===== src/rtl/irc_pkg.sv =====
package irc_pkg;

    localparam int CTRL_BITS = 4;

    typedef struct packed {
        logic cf_force;
        logic rst_block;
        logic pulse_mode;
        logic resignal;
    } ctrl_t;

    typedef enum logic [1:0] {
        SIG_IDLE  = 2'd0,
        SIG_PULSE = 2'd1,
        SIG_REARM = 2'd2
    } sig_state_t;

endpackage


===== src/rtl/irc_ctrl_reg.sv =====
module irc_ctrl_reg
    import irc_pkg::*;
#(
    parameter int BUS_W = 16
) (
    input  logic             clk,
    input  logic             rst_n,
    input  logic             wr_en,
    input  logic             rd_en,
    input  logic [BUS_W-1:0] wdata,
    output logic [BUS_W-1:0] rdata,
    output ctrl_t            ctrl_o
);

    localparam int PAD_W = BUS_W - CTRL_BITS;

    ctrl_t ctrl_q;
    logic  unused_upper;

    // Upper bus bits carry no data; they are folded away here.
    assign unused_upper = ^wdata[BUS_W-1:CTRL_BITS];

    always_ff @(posedge clk or negedge rst_n) begin
        if (!rst_n) begin
            ctrl_q <= '0;
        end else if (wr_en) begin
            ctrl_q <= ctrl_t'(wdata[CTRL_BITS-1:0]);
        end
    end

    always_comb begin
        rdata = '0;
        if (rd_en) begin
            rdata = {{PAD_W{1'b0}}, ctrl_q};
        end
    end

    assign ctrl_o = ctrl_q;

endmodule


===== src/rtl/irc_src_edge.sv =====
module irc_src_edge #(
    parameter int SRC_W = 8
) (
    input  logic             clk,
    input  logic             rst_n,
    input  logic [SRC_W-1:0] src,
    output logic             new_evt,
    output logic             any_high
);

    logic [SRC_W-1:0] src_q;
    logic [SRC_W-1:0] src_prev;
    logic [SRC_W-1:0] rise;

    always_ff @(posedge clk or negedge rst_n) begin
        if (!rst_n) begin
            src_q    <= '0;
            src_prev <= '0;
        end else begin
            src_q    <= src;
            src_prev <= src_q;
        end
    end

    for (genvar i = 0; i < SRC_W; i++) begin : g_rise
        assign rise[i] = src_q[i] & ~src_prev[i];
    end

    assign new_evt  = |rise;
    assign any_high = |src_q;

endmodule


===== src/rtl/irc_sig_fsm.sv =====
module irc_sig_fsm
    import irc_pkg::*;
#(
    parameter int PULSE_CYC = 56,
    parameter int REARM_CYC = 56
) (
    input  logic       clk,
    input  logic       rst_n,
    input  logic       pulse_mode,
    input  logic       resignal,
    input  logic       new_evt,
    input  logic       any_high,
    output logic       irq_n,
    output sig_state_t state_o
);

    localparam int MAX_CYC = (PULSE_CYC > REARM_CYC) ? PULSE_CYC : REARM_CYC;
    localparam int CW      = $clog2(MAX_CYC + 1);

    sig_state_t     state_q, state_d;
    logic [CW-1:0]  cnt_q, cnt_d;
    logic           tog_q, tog_d;
    logic           missed_q, missed_d;
    logic           fire;

    // State register process
    always_ff @(posedge clk or negedge rst_n) begin
        if (!rst_n) begin
            state_q  <= SIG_IDLE;
            cnt_q    <= '0;
            tog_q    <= 1'b1;
            missed_q <= 1'b0;
        end else begin
            state_q  <= state_d;
            cnt_q    <= cnt_d;
            tog_q    <= tog_d;
            missed_q <= missed_d;
        end
    end

    // Next-state process
    always_comb begin
        state_d  = state_q;
        cnt_d    = cnt_q;
        tog_d    = tog_q;
        missed_d = missed_q;
        fire     = 1'b0;
        unique case (state_q)
            SIG_IDLE: begin
                if (new_evt) begin
                    fire = 1'b1;
                end
            end
            SIG_PULSE: begin
                if (new_evt) begin
                    missed_d = 1'b1;
                end
                if (cnt_q == '0) begin
                    state_d = SIG_REARM;
                    cnt_d   = CW'(REARM_CYC - 1);
                end else begin
                    cnt_d = cnt_q - 1'b1;
                end
            end
            SIG_REARM: begin
                if (new_evt) begin
                    missed_d = 1'b1;
                end
                if (cnt_q == '0) begin
                    if (missed_q || new_evt || (resignal && any_high)) begin
                        fire = 1'b1;
                    end else begin
                        state_d = SIG_IDLE;
                    end
                end else begin
                    cnt_d = cnt_q - 1'b1;
                end
            end
            default: begin
                state_d = SIG_IDLE;
            end
        endcase
        if (fire) begin
            missed_d = 1'b0;
            if (pulse_mode) begin
                state_d = SIG_PULSE;
                cnt_d   = CW'(PULSE_CYC - 1);
            end else begin
                tog_d   = ~tog_q;
                state_d = SIG_REARM;
                cnt_d   = CW'(REARM_CYC - 1);
            end
        end
    end

    // Output process
    always_comb begin
        if (pulse_mode) begin
            irq_n = (state_q != SIG_PULSE);
        end else begin
            irq_n = tog_q;
        end
    end

    assign state_o = state_q;

endmodule


===== src/rtl/irc_rst_gate.sv =====
module irc_rst_gate (
    input  logic board_rst_req,
    input  logic rst_block,
    input  logic cf_force,
    output logic board_rst_out,
    output logic card_rst_out
);

    always_comb begin
        board_rst_out = board_rst_req & ~rst_block;
        card_rst_out  = cf_force | board_rst_out;
    end

endmodule


===== src/rtl/irq_rst_ctrl.sv =====
module irq_rst_ctrl
    import irc_pkg::*;
#(
    parameter int BUS_W    = 16,
    parameter int SRC_W    = 8,
    parameter int CLK_MHZ  = 50,
    parameter int PULSE_NS = 1120
) (
    input  logic             clk,
    input  logic             rst_n,
    input  logic             wr_en,
    input  logic             rd_en,
    input  logic [BUS_W-1:0] wdata,
    output logic [BUS_W-1:0] rdata,
    input  logic             board_rst_req,
    input  logic [SRC_W-1:0] src,
    output logic             irq_n,
    output logic             board_rst_out,
    output logic             card_rst_out
);

    localparam int RAW_CYC   = CLK_MHZ * PULSE_NS / 1000;
    localparam int PULSE_CYC = (RAW_CYC < 1) ? 1 : RAW_CYC;
    localparam int REARM_CYC = PULSE_CYC;

    ctrl_t      ctrl_w;
    logic       new_evt;
    logic       any_high;
    sig_state_t fsm_state;

    irc_ctrl_reg #(.BUS_W(BUS_W)) u_reg (
        .clk    (clk),
        .rst_n  (rst_n),
        .wr_en  (wr_en),
        .rd_en  (rd_en),
        .wdata  (wdata),
        .rdata  (rdata),
        .ctrl_o (ctrl_w)
    );

    irc_src_edge #(.SRC_W(SRC_W)) u_edge (
        .clk      (clk),
        .rst_n    (rst_n),
        .src      (src),
        .new_evt  (new_evt),
        .any_high (any_high)
    );

    irc_sig_fsm #(.PULSE_CYC(PULSE_CYC), .REARM_CYC(REARM_CYC)) u_fsm (
        .clk        (clk),
        .rst_n      (rst_n),
        .pulse_mode (ctrl_w.pulse_mode),
        .resignal   (ctrl_w.resignal),
        .new_evt    (new_evt),
        .any_high   (any_high),
        .irq_n      (irq_n),
        .state_o    (fsm_state)
    );

    irc_rst_gate u_gate (
        .board_rst_req (board_rst_req),
        .rst_block     (ctrl_w.rst_block),
        .cf_force      (ctrl_w.cf_force),
        .board_rst_out (board_rst_out),
        .card_rst_out  (card_rst_out)
    );

endmodule


===== config.mk =====
export PLATFORM = sky130hd
export DESIGN_NAME = irq_rst_ctrl
export DESIGN_NICKNAME = d
export VERILOG_FILES = /design/src/rtl/irc_pkg.sv /design/src/rtl/irc_ctrl_reg.sv /design/src/rtl/irc_src_edge.sv /design/src/rtl/irc_sig_fsm.sv /design/src/rtl/irc_rst_gate.sv /design/src/rtl/irq_rst_ctrl.sv
export SDC_FILE = /design/constraint.sdc
export NUM_CORES = 1
export LEC_CHECK = 0
export CORE_MARGIN = 5
export CORE_UTILIZATION = 49
export DETAILED_ROUTE_END_ITERATION = 10
export GPL_TIMING_DRIVEN = 0
export PLACE_DENSITY = 0.86
export RECOVER_POWER = 50
export SLEW_MARGIN = 10
export SYNTH_ARGS = -nofsm -noshare
export SYNTH_HDL_FRONTEND = slang
export SYNTH_SLANG_ARGS = --single-unit
export TNS_END_PERCENT = 10

===== constraint.sdc =====
create_clock -name clk -period 4.44 [get_ports clk]
set_input_delay 0.444 -clock clk [delete_from_list [all_inputs] [get_ports clk]]
set_output_delay 0.444 -clock clk [all_outputs]
set_load 0.01 [all_outputs]

-- After elaboration in Yosys (flattened, before gate mapping)
Cells that the tools add are included.
- equality and inequality tests: 8
- bitwise gates (word level): 21
- multiplexer cells: 19
- add/subtract/negate cells: 1
- reductions and logical operators: 15
- operator list (kind ; number):
    $mux W6 ; 3
    $reduce_or A8 Y1 ; 2
    $pmux W6 S2 ; 1
    $not A1 Y1 ; 11
    $mux W2 ; 5
    $and A1 B1 Y1 ; 9
    $mux W1 ; 7
    $logic_not A6 Y1 ; 1
    $ne A3 B1 Y1 const B ; 2
    $ne A3 B2 Y1 const B ; 2
    $pmux W2 S3 ; 1
    $reduce_and A2 Y1 ; 3
    $sub A6 B1 Y6 const B ; 1
    $mux W4 ; 1
    $ne A2 B1 Y1 const B ; 2
    $reduce_and A4 Y1 ; 1
    $reduce_bool A2 Y1 ; 2
    $reduce_bool A3 Y1 ; 1
    $eq A2 B1 Y1 const B ; 1
    $eq A2 B2 Y1 const B ; 1
    $logic_not A2 Y1 ; 1
    $logic_or A1 B1 Y1 ; 2
    $pmux W1 S2 ; 1
    $reduce_or A2 Y1 ; 1
    2 further kinds ; 2
- output and inout port bits: 19
- input port bits: 29
- logic and storage cells: 74
- flip-flop bits (word level): 30

-- Longest topological paths before layout
Gate-level depths: netlist of the first run.
- word-level depth: 10
- depth in mapped cells: 8
- gate-level depth less buffers: 8

-- Cells and area by module
Synthesis of the first run repeated with hierarchy kept, for this count alone.
- cell total of the unflattened synthesis: 131
- area, all modules: 1487.7 um^2
- modules (own cells, without submodules) (module ; cells each ; area an instance (um^2) ; instances ; seq. area each (um^2)):
    irc_sig_fsm ; 72 ; 724.4 ; 1 ; 251.5
    irc_src_edge ; 32 ; 479.2 ; 1 ; 400.4
    irc_ctrl_reg ; 25 ; 264.0 ; 1 ; 100.1
    irc_rst_gate ; 2 ; 20.0 ; 1 ; 0.0

-- Worst setup path after synthesis of the first run
OpenSTA, ideal clock, no wires.
- kind: register -> register
- start: reg u_fsm.cnt_q[2]
- end: reg u_fsm.cnt_q[4]
- data required time: 4.307 ns
- stages on the path, launching flop included: 8
- period minus slack after synthesis: 1.900 ns
- setup time: 0.133 ns
- buffers on the path: 1
- data arrival time: 1.767 ns
- setup slack: 2.540 ns
- path through: dfrtp_1 or3_1 buf_6 o21ai_1 o311ai_1 a2111oi_1 xnor2_1 nand2_1
- longest elaborated chain between the ends: 5
- elaborated cells on any way between the ends: 11
- classes of those cells: 1 x add/sub; 1 x eq/ne; 6 x mux; 3 x reduce/logical
- RTL lines (what ; RTL line ; RTL):
    start: declaration ; irc_sig_fsm.sv:21 ; logic [CW-1:0] cnt_q, cnt_d;
    start signal: assignment ; irc_sig_fsm.sv:35 ; cnt_q <= cnt_d;
    branches (longest 5 deep; another with $sub A6 B1 Y6) ; n/a ;
Several ways; the timed one is not identified. The select of a mux whose other input is x is not followed.
A chain may end at the register's enable or synchronous reset.

-- Worst setup path in the final report of the first run
- start: reg u_edge.src_q[4]
- end: reg u_fsm.cnt_q[3]
- longest elaborated chain between the ends: 9
- elaborated cells on any way between the ends: 14
- classes of those cells: 1 x eq/ne; 5 x mux; 1 x bitwise; 7 x reduce/logical
- RTL lines (what ; RTL line ; RTL):
    start: declaration ; irc_src_edge.sv:11 ; logic [SRC_W-1:0] src_q;
    start signal: assignment ; irc_src_edge.sv:20 ; src_q <= src;
    $and A1 B1 Y1 ; irc_src_edge.sv:26 ; assign rise[i] = src_q[i] & ~src_prev[i];
    $reduce_or A8 Y1 ; irc_src_edge.sv:29 ; assign new_evt = |rise;
    $logic_or A1 B1 Y1 (2 in a row) ; irc_sig_fsm.sv:70 ; if (missed_q || new_evt || (resignal && any_high)) begin
    $mux W1 ; irc_sig_fsm.sv:70 ;
    $mux W1 ; irc_sig_fsm.sv:69 ; if (cnt_q == '0) begin
    $pmux W1 S2 * ; irc_sig_fsm.sv:48 ; unique case (state_q)
    $ne A3 B2 Y1 (no line) / $reduce_bool A3 Y1 (equally long branches) ; n/a ;
    $reduce_and A2 Y1 (no line) ; n/a ;
Mark *: on every way between the ends. The rest lies on a longest branch, timed or not.

==> run summary, run 1 <==
Synthesized area divided by synthesized cell count: 11.3 um^2. In this run, the number of DRC markers left after iteration 0 of detailed routing was 33. The count of cells in the finished layout, fillers not included, comes to 206. The number of buffer and inverter instances along the worst setup path came out at 0. Summed over all cells, the static leakage comes to 0.825 nW. In the final timing run, aggregate negative setup slack is 0 ps.

After clock tree synthesis, the clock-pin slew on the worst setup and hold paths is 100 ps. The post-layout worst setup margin was 2250 ps. The run gives 0 as the number of hold-slack violations in the final timing report. In this run, post-CTS repair resized a total of 0 instances.

The design draws 0.975 mW. By area, the combinational part of the netlist is dominated by simple AND/OR/NAND/NOR gates. The run gives 0.343 as the power share of the combinational group. The kind of capture point of the worst setup path was a flip-flop. Cell at the root of the clock tree: sky130_fd_sc_hd__clkbuf_4. Summing over every cut layer, the via total after detailed routing is 1088.

TritonCTS built the clock tree. The standard cell area after detailed placement was 1790 um^2; the combined global-route utilization of all metal layers was 0.152. The run gives 4 as the detailed-routing iteration count for the pre-antenna-repair pass.

The logs give 39 for the number of unique standard cell types used by synthesis and 0 for the number of setup buffers added after CTS. The first-pass GRT wire length came out at 4950 um. The number of antenna violations at the first check in global routing came out at 0. The final setup violation count was 0. The remaining design rule violation count was 0; the total standard cell area after synthesis was 1480 um^2. The post-layout utilization of the core was 0.638. The tools report the area of the core region as 2980 um^2. Counting stages on the worst path, the most repeated cell is sky130_fd_sc_hd__a21boi_1.

Clock period minus worst slack: 2190 ps. The sequential element share of the synthesized area was 0.508; the signed area change from the synthesized netlist to the final layout was 28.2%. Counting every instance in the synthesized netlist gives 131. Summed over all nets, the half-perimeter wirelength after detailed placement is 2210 um. On the critical path the largest part of the delay comes from compound AO/OA/AOI/OAI gates.

The XOR/XNOR share of the synthesized area is 0.0236, and the via count of the first global-routing pass is 1156. The portion of the clock cycle consumed by the worst path in the final layout was 0.493. STA puts the critical path data required time at 4700 ps.

The largest fanout on the critical path is 5. The H-tree was split into 2 levels. The run finished, with violations left.

The worst hold path passes through 0 cells. Setup repair after global routing left no endpoint under its margin. Path class of the lowest-slack min-delay path: reg2reg. The floorplan die width came out at 65.0 um. The startpoint of the lowest-slack register-to-register path was u_edge.src_q[4]$_DFF_PN0_.

The number of antenna diodes in the final layout is 0. The total die area is 4220 um^2, and the boundary pin count is 48. For the worst setup path, the data arrival time is 2450 ps. The startpoint identified for the worst hold timing path is u_edge.src_q[1]$_DFF_PN0_.

The number of cells on the worst reg-to-reg path is 6. The final weighted congestion of routability-driven global placement is 0.861, and the adder-cell share of the synthesized area is 0.0422. The max-cap violation count was 1. Across the routed clock network, the largest skew measured is 7.41 ps. OpenSTA, run right after detailed placement, puts the worst setup slack at 2270 ps.

The critical path goes through nor4_1 -> nand2_1 -> a2111oi_4 -> a21oi_1 -> a21boi_1 -> a21boi_1. The tools report the final-report max-slew violation count as 31. Dividing the detail-routed via count by the number of cells gives 5.28. The cell with the largest stage delay on the worst path is sky130_fd_sc_hd__a2111oi_4.

Measured along the y axis, the die boundary spans 65.0 um. Number of register bits inferred by synthesis: 30. VDD sags by at most 0.307 mV.

For the fraction of power consumed by the clock network, the log shows 0.296. Dividing the detail-routed wire length by the instance count gives 14.1 um. The total length of routed wires is 2900 um, and the proportion of synthesized area in mux cells is 0.0372. The internal power of the cells totals 0.665 mW.

The instance count after placement with tap cells included was 198. The endpoint identified for the worst register-to-register timing path is u_fsm.cnt_q[3]$_DFFE_PN0P_. The largest buffer count on any clock path is 2, and the stage delay of the slowest cell on the critical path is 520 ps. The area fraction in and, or, nand and nor cells after synthesis works out to 0.150. Setup slack on the worst reg-to-reg path comes out at 2250 ps. The fraction of power spent switching nets came out at 0.318. The run gives -0.0108 as the relative max-transition margin.

For this run, the number of Yosys warnings is 0. The tools report the total net switching power as 0.310 mW. The worst-skew pair later-pin latency was 330 ps; the hold buffer count at cts was 0. The category of the critical setup timing path was reg2reg.

For this run, the post-layout net count is 206. The run gives 0.361 as the sequential cell fraction of total power. STA classifies the critical path startpoint as a flip-flop. After global routing the overflow that remains totals 0.

Input and output buffers added on the ports amount to 23. The initialized floorplan defines 20 standard-cell rows. The finished cells cover 1900 um^2. At the pin with the least slew margin, the transition time is 1520 ps.

The path with the worst hold slack has its endpoint at u_edge.src_prev[1]$_DFF_PN0_. Initial core utilization: 0.497. The checks that failed: capacitance limit, slew limit. The post-detailed-route count of antenna-violating nets was 0; the fraction of final layout cells sized beyond drive strength 1 was 0.185.

The total clock buffers created by CTS is 5. Hold is met by 411 ps. The power per unit of standard cell area works out to 513 nW/um^2.

The run gives 30 as the TritonCTS sink count. Entering global routing, the biggest net connects 31 pins. The highest clock rate was 457 MHz. The share of the synthesized area in compound gates (AO/OA/AOI/OAI) is 0.148.
-- cell families (layout without fill, tap and decap cells) --
group,Yosys count,in the layout
and+or+nand+nor,40,40
other,1,12
xor gates and xnor gates,4,4
muxes,5,5
adders and majority gates,5,5
DFF,30,30
AOI/OAI and AO/OA,25,25
buffers and inverters,21,52
-- final cells by class --
| cell class | count | area, um^2 |
|---|---|---|
| clock buffer | 6 | 51.3 |
| fill | 235 | 1080 |
| timing repair buffer | 23 | 224 |
| inverter | 8 | 30.0 |
| clock inverter | 2 | 60.1 |
| buffer | 13 | 101 |
| sequential | 30 | 752 |
| multi-input combinational | 91 | 639 |
| tap | 33 | 41.3 |
-- sequential cells by signal (all words and copies together), names as in the netlist --
register and flops:
u_fsm.state_o 2, u_edge.src_q 8, u_fsm.cnt_q 6, u_edge.src_prev 8, u_reg.ctrl_o 4, u_fsm.missed_q 1, u_fsm.tog_q 1
-- cell usage in the layout (no fill, tap or decap), types with 3 or more instances in the layout --
cell type and instances:
sky130_fd_sc_hd__clkbuf_4 5, sky130_fd_sc_hd__nor2_1 7, sky130_fd_sc_hd__buf_4 12, sky130_fd_sc_hd__a21oi_1 4, sky130_fd_sc_hd__dfrtp_1 29, sky130_fd_sc_hd__nand2_1 9, sky130_fd_sc_hd__nand2b_1 6, sky130_fd_sc_hd__conb_1 12
sky130_fd_sc_hd__inv_1 8, sky130_fd_sc_hd__nor2b_1 3, sky130_fd_sc_hd__ha_1 5, sky130_fd_sc_hd__mux2_2 4, sky130_fd_sc_hd__clkdlybuf4s50_1 14, sky130_fd_sc_hd__and2_1 4, sky130_fd_sc_hd__dlygate4sd3_1 8, sky130_fd_sc_hd__xnor2_1 4
-- worst reg2reg max path, stage by stage (launching register included) --
cell and delay, ps:
sky130_fd_sc_hd__dfrtp_1 420, sky130_fd_sc_hd__nor4_1 300, sky130_fd_sc_hd__nand2_1 170, sky130_fd_sc_hd__a2111oi_4 520
sky130_fd_sc_hd__a21oi_1 130, sky130_fd_sc_hd__a21boi_1 360, sky130_fd_sc_hd__a21boi_1 220
-- synth_stat cells --
library cell | number | area (um^2)
sky130_fd_sc_hd__o221a_1 | 1 | 11.3
sky130_fd_sc_hd__o311ai_1 | 1 | 8.76
sky130_fd_sc_hd__mux2i_1 | 1 | 10.0
sky130_fd_sc_hd__a2111oi_1 | 1 | 10.0
sky130_fd_sc_hd__nand3b_1 | 1 | 7.51
sky130_fd_sc_hd__nor4_1 | 2 | 12.5
sky130_fd_sc_hd__a22o_1 | 2 | 17.5
sky130_fd_sc_hd__nand3_1 | 2 | 10.0
sky130_fd_sc_hd__or4_1 | 2 | 15.0
sky130_fd_sc_hd__o221ai_1 | 1 | 8.76
sky130_fd_sc_hd__dfrtp_1 | 29 | 726
sky130_fd_sc_hd__a21boi_1 | 2 | 15.0
sky130_fd_sc_hd__o21bai_1 | 1 | 7.51
sky130_fd_sc_hd__buf_6 | 1 | 11.3
sky130_fd_sc_hd__a2111oi_4 | 1 | 27.5
sky130_fd_sc_hd__o21ai_1 | 2 | 10.0
sky130_fd_sc_hd__nand2_1 | 9 | 33.8
sky130_fd_sc_hd__nor2b_1 | 3 | 18.8
sky130_fd_sc_hd__or2_2 | 1 | 6.26
sky130_fd_sc_hd__a32o_1 | 1 | 10.0
sky130_fd_sc_hd__inv_1 | 8 | 30.0
sky130_fd_sc_hd__o31ai_1 | 2 | 15.0
sky130_fd_sc_hd__conb_1 | 1 | 3.75
sky130_fd_sc_hd__buf_4 | 12 | 90.1
sky130_fd_sc_hd__and2_1 | 4 | 25.0
sky130_fd_sc_hd__o22a_1 | 1 | 8.76
sky130_fd_sc_hd__nand2b_1 | 6 | 37.5
sky130_fd_sc_hd__a211o_1 | 1 | 8.76
sky130_fd_sc_hd__mux2_2 | 4 | 45.0
sky130_fd_sc_hd__nor3b_2 | 1 | 12.5
sky130_fd_sc_hd__nor2_1 | 7 | 26.3
sky130_fd_sc_hd__or3_1 | 1 | 6.26
sky130_fd_sc_hd__o21ai_0 | 2 | 10.0
sky130_fd_sc_hd__xnor2_1 | 4 | 35.0
sky130_fd_sc_hd__o2111ai_2 | 2 | 30.0
sky130_fd_sc_hd__nor2_4 | 1 | 11.3
sky130_fd_sc_hd__dfstp_2 | 1 | 26.3
sky130_fd_sc_hd__ha_1 | 5 | 62.6
sky130_fd_sc_hd__a21oi_1 | 4 | 20.0
-- worst max path at each step --
stage                     slack [ps]                  startpoint                         end  depth (start not counted)
after floorplan                 2540  u_fsm.cnt_q[2]$_DFFE_PN0P_  u_fsm.cnt_q[4]$_DFFE_PN0P_                          7
after global placement          2290               board_rst_req                card_rst_out                          4
after detailed placement        2270               board_rst_req                card_rst_out                          4
after CTS                       2220   u_edge.src_q[4]$_DFF_PN0_  u_fsm.cnt_q[3]$_DFFE_PN0P_                          6
after global routing            2120   u_edge.src_q[4]$_DFF_PN0_  u_fsm.cnt_q[3]$_DFFE_PN0P_                          6
final                           2250   u_edge.src_q[4]$_DFF_PN0_  u_fsm.cnt_q[3]$_DFFE_PN0P_                          6
-- layer usage --
layer	vias up	GRT usage	share of wire
met4	0	0.0475	0.013
met2	54	0.280	0.51
met5	-	0	0
met3	8	0.0624	0.10
li1	511	-	-
met1	515	0.155	0.37
-- power groups by stage --
stage / clock network, mW / registers, mW / logic, mW
2_1_floorplan: 0 / 0.349 / 0.242
3_3_place_gp: 0 / 0.352 / 0.310
3_5_place_dp: 0 / 0.357 / 0.331
4_1_cts: 0.291 / 0.352 / 0.335
5_1_grt: 0.304 / 0.356 / 0.376
6_report: 0.289 / 0.352 / 0.334
Power figures use the tool's default switching activity.
==> run 2: changes to the inputs <==
--- a/config.mk
+++ b/config.mk
@@ -6,10 +6,10 @@
 export NUM_CORES = 1
 export LEC_CHECK = 0
 export CORE_MARGIN = 5
-export CORE_UTILIZATION = 49
+export CORE_UTILIZATION = 45
 export DETAILED_ROUTE_END_ITERATION = 10
 export GPL_TIMING_DRIVEN = 0
-export PLACE_DENSITY = 0.86
+export PLACE_DENSITY = 0.8
 export RECOVER_POWER = 50
 export SLEW_MARGIN = 10
 export SYNTH_ARGS = -nofsm -noshare
==> constraint.sdc (replaced) <==
create_clock -name clk -period 2.2 [get_ports clk]
set_input_delay 0.22 -clock clk [delete_from_list [all_inputs] [get_ports clk]]
set_output_delay 0.22 -clock clk [all_outputs]
set_load 0.01 [all_outputs]
==> run 2 against run 1 <==
Net effect: the run still ends with capacitance limit, slew limit left; combinational power rose by 100%; sequential share of layout area fell by 0.052 points; utilization fell by 2.5 points; via count fell by 3.4%; power rose by 86%; final cell count rose by 5.8%.
==> run summary, run 2 (synthesized netlist as in run 1, its figures left out) <==
The fraction of final layout cells sized beyond drive strength 1 came out at 0.201 (was 0.185). The path class of the lowest-slack min-delay path is reg2reg (unchanged). The critical path launch point type is a flip-flop (unchanged). The largest buffer count on any clock path is 2 (unchanged). The post-route setup TNS is 0 ps (unchanged), and the number of fill cells in the layout is 277 (was 235). Static leakage: 0.818 nW (was 0.825 nW).

The logs give 4 (unchanged) for the detailed-routing iteration count for the pre-antenna-repair pass and 477 MHz (was 457 MHz) for the highest clock rate. The clock-pin slew of the registers on the worst-case setup and hold paths came out at 100 ps (about the same). The area of the core region is 3100 um^2 (was 2980 um^2). Data required time of the worst path: 2460 ps (was 4700 ps).

The power per unit of standard cell area is 955 nW/um^2 (was 513 nW/um^2). The total via count in the routed design came out at 1051 (was 1088). The logs give 2 (unchanged) for the maximum level of the CTS H-tree and 420 ps (was 411 ps) for the tightest hold margin. The run gives 5 (unchanged) as the total clock buffers created by CTS.

The row count was 20 (unchanged); the remaining design rule violation count was 0 (unchanged). The boundary pin count was 48 (unchanged); the floorplan die width was 67.4 um (was 65.0 um). For the number of hold-slack violations in the final timing report, the log shows 0 (unchanged). Category of the critical setup timing path: reg2reg (unchanged). The fraction of power consumed by the clock network was 0.234 (was 0.296). The tools report the internal power component as 1.20 mW (was 0.665 mW). The clock period minus worst slack is 2100 ps (was 2190 ps), and the first-pass GRT wire length is 4570 um (was 4950 um).

The tools report the cell at the root of the clock tree as sky130_fd_sc_hd__clkbuf_4 (unchanged). The violation count after the first detailed-routing iteration is 14 (was 33). The final HPWL from detailed placement was 2210 um (about the same). Antenna cell count: 0 (unchanged). The transition at the pin with the smallest max-transition slack works out to 1550 ps (was 1520 ps). Setup repair after global routing could not meet its margin everywhere.

The tools report the final weighted congestion of routability-driven global placement as 0.832 (was 0.861). Most frequent cells in the layout: sky130_fd_sc_hd__dfrtp_1 (29), sky130_fd_sc_hd__clkdlybuf4s50_1 (13), sky130_fd_sc_hd__buf_4 (12), sky130_fd_sc_hd__conb_1 (12), sky130_fd_sc_hd__dlygate4sd3_1 (10) (was sky130_fd_sc_hd__dfrtp_1 (29), sky130_fd_sc_hd__clkdlybuf4s50_1 (14), sky130_fd_sc_hd__buf_4 (12), sky130_fd_sc_hd__conb_1 (12), sky130_fd_sc_hd__nand2_1 (9)). The logs give 0.390 (was 0.361) for the sequential cell fraction of total power and 0.376 (was 0.343) for the power share of the combinational group. The final-report max-slew violation count is 31 (unchanged), and the via count of the first global-routing pass is 1054 (was 1156). The number of antenna violations at the first check in global routing was 0 (unchanged). For the layout net count, the log shows 207 (was 206). The tools report the total length of routed wires as 2830 um (was 2900 um). The tools report the worst-skew pair later-pin latency as 330 ps (about the same). The signed area change from the synthesized netlist to the final layout is 28.4% (was 28.2%), and the initial core utilization is 0.477 (was 0.497). The number of setup buffers added after CTS is 0 (unchanged).

The detail-routed via count per cell works out to 4.82 (was 5.28). Vertical die dimension: 67.4 um (was 65.0 um). The kind of capture point of the worst setup path was a flip-flop (unchanged). For the maximum vdd ir drop, the log shows 0.563 mV (was 0.307 mV).

The tools report the combined global-route utilization of all metal layers as 0.136 (was 0.152). The logs give 1 (unchanged) for the max-cap violation count and 31 (unchanged) for the largest net degree at the start of global routing. Largest registers: u_edge.src_prev (8), u_edge.src_q (8), u_fsm.cnt_q (6) (unchanged). The final setup violation count is 0 (unchanged), and the total grt overflow is 0 (unchanged).

The flow ran to the end, but the final reports show violations. The commonest non-fill, non-tap cell in the layout is sky130_fd_sc_hd__dfrtp_1 (unchanged). The tools report the total die area as 4540 um^2 (was 4220 um^2).

The run gives 30 (unchanged) as the TritonCTS sink count. Worst clock skew on the final layout: 8.57 ps (was 7.41 ps). Violations in the final reports: capacitance limit, slew limit (unchanged).

TritonCTS built the clock tree. For the total net switching power, the log shows 0.619 mW (was 0.310 mW). The portion of the clock cycle consumed by the worst path in the final layout is 0.953 (was 0.493). The detail-routed net length per standard cell was 13.0 um (was 14.1 um); the fraction of power spent switching nets was 0.341 (was 0.318). Relative max-transition margin: -0.0300 (was -0.0108).

The post-detailed-route count of antenna-violating nets was 0 (unchanged); the largest fanout on the critical path was 5 (unchanged). The signal arrival time at the worst endpoint came out at 2360 ps (was 2450 ps). The quantity of I/O buffers inserted on ports works out to 23 (unchanged).
run 2: path summary, 6_finish.rpt:
check / startpoint / endpoint / slack (ps) / depth (start not counted)
hold reg to reg: u_edge.src_q[0]$_DFF_PN0_ / u_edge.src_prev[0]$_DFF_PN0_ / 420 / 0
hold / removal: u_edge.src_q[0]$_DFF_PN0_ / u_edge.src_prev[0]$_DFF_PN0_ / 420 / 0
setup reg to reg: u_edge.src_q[0]$_DFF_PN0_ / u_fsm.cnt_q[3]$_DFFE_PN0P_ / 100 / 6
min in group asynchronous: rst_n / u_edge.src_q[6]$_DFF_PN0_ / 800 / 2
max in group asynchronous: rst_n / u_edge.src_prev[1]$_DFF_PN0_ / 510 / 2
setup / recovery: u_edge.src_q[0]$_DFF_PN0_ / u_fsm.cnt_q[3]$_DFFE_PN0P_ / 100 / 6
run 2: area by class of cell:
cell class	instances	area, um^2	area share
plain buffers	13	101	0.0533
clock buffers	5	37.5	0.0197
clock inverters	3	40.0	0.0211
inverters	8	30.0	0.0158
multi-input cells	91	652	0.343
flip-flops and latches	30	752	0.395
well taps	44	55.1	0.0289
repair buffers	24	234	0.123
run 2: what timing repair did:
action                                 in CTS  in global routing
endpoints found under the hold margin       0                 29
gates resized for setup                     0                  3
hold buffers                                0                  1
setup endpoints to repair                   0                  6
run 2: metrics by stage:
stage | setup WS (ps) | std cells | power (mW) | utilization | area (um^2)
3_5_place_dp | 41.0 | 209 | 1.39 | 0.583 | 1810
4_1_cts | 29.5 | 217 | 1.82 | 0.608 | 1890
2_1_floorplan | 300 | 142 | 1.19 | - | 1520
6_report | 102 | 218 | 1.82 | 0.613 | 1900
5_1_grt | -58.3 | 218 | 1.95 | 0.613 | 1900
3_3_place_gp | 132 | 209 | 1.34 | 0.583 | 1810
run 2: routing by layer:
metal | part of all wire | vias up | global-route usage
met4 | 0.015 | 0 | 0.0633
met3 | 0.097 | 6 | 0.0549
met1 | 0.42 | 478 | 0.154
met2 | 0.47 | 44 | 0.223
li1 | - | 523 | -
met5 | 0 | - | 0
run 2: power groups by stage:
stage	sequential [mW]	clock, mW	combinational, mW
2_1_floorplan	0.703	0	0.489
4_1_cts	0.707	0.438	0.675
6_report	0.709	0.425	0.683
3_3_place_gp	0.712	0	0.629
3_5_place_dp	0.718	0	0.669
5_1_grt	0.722	0.467	0.763
run 2: worst max-delay path, cell delays in order, from the launching register on:
cell and delay (ps):
sky130_fd_sc_hd__dfrtp_1 410, sky130_fd_sc_hd__nor4_1 290, sky130_fd_sc_hd__nand2_1 160, sky130_fd_sc_hd__a2111oi_4 510
sky130_fd_sc_hd__a21oi_1 170, sky130_fd_sc_hd__a21boi_2 280, sky130_fd_sc_hd__a21boi_1 210
==> run 3: changes to the inputs <==
--- a/config.mk
+++ b/config.mk
@@ -15,4 +15,4 @@
 export SYNTH_ARGS = -nofsm -noshare
 export SYNTH_HDL_FRONTEND = slang
 export SYNTH_SLANG_ARGS = --single-unit
-export TNS_END_PERCENT = 10
+export TNS_END_PERCENT = 50
==> results of run 3 <==
Final layout, timing and power as in run 2 (identical DEF).
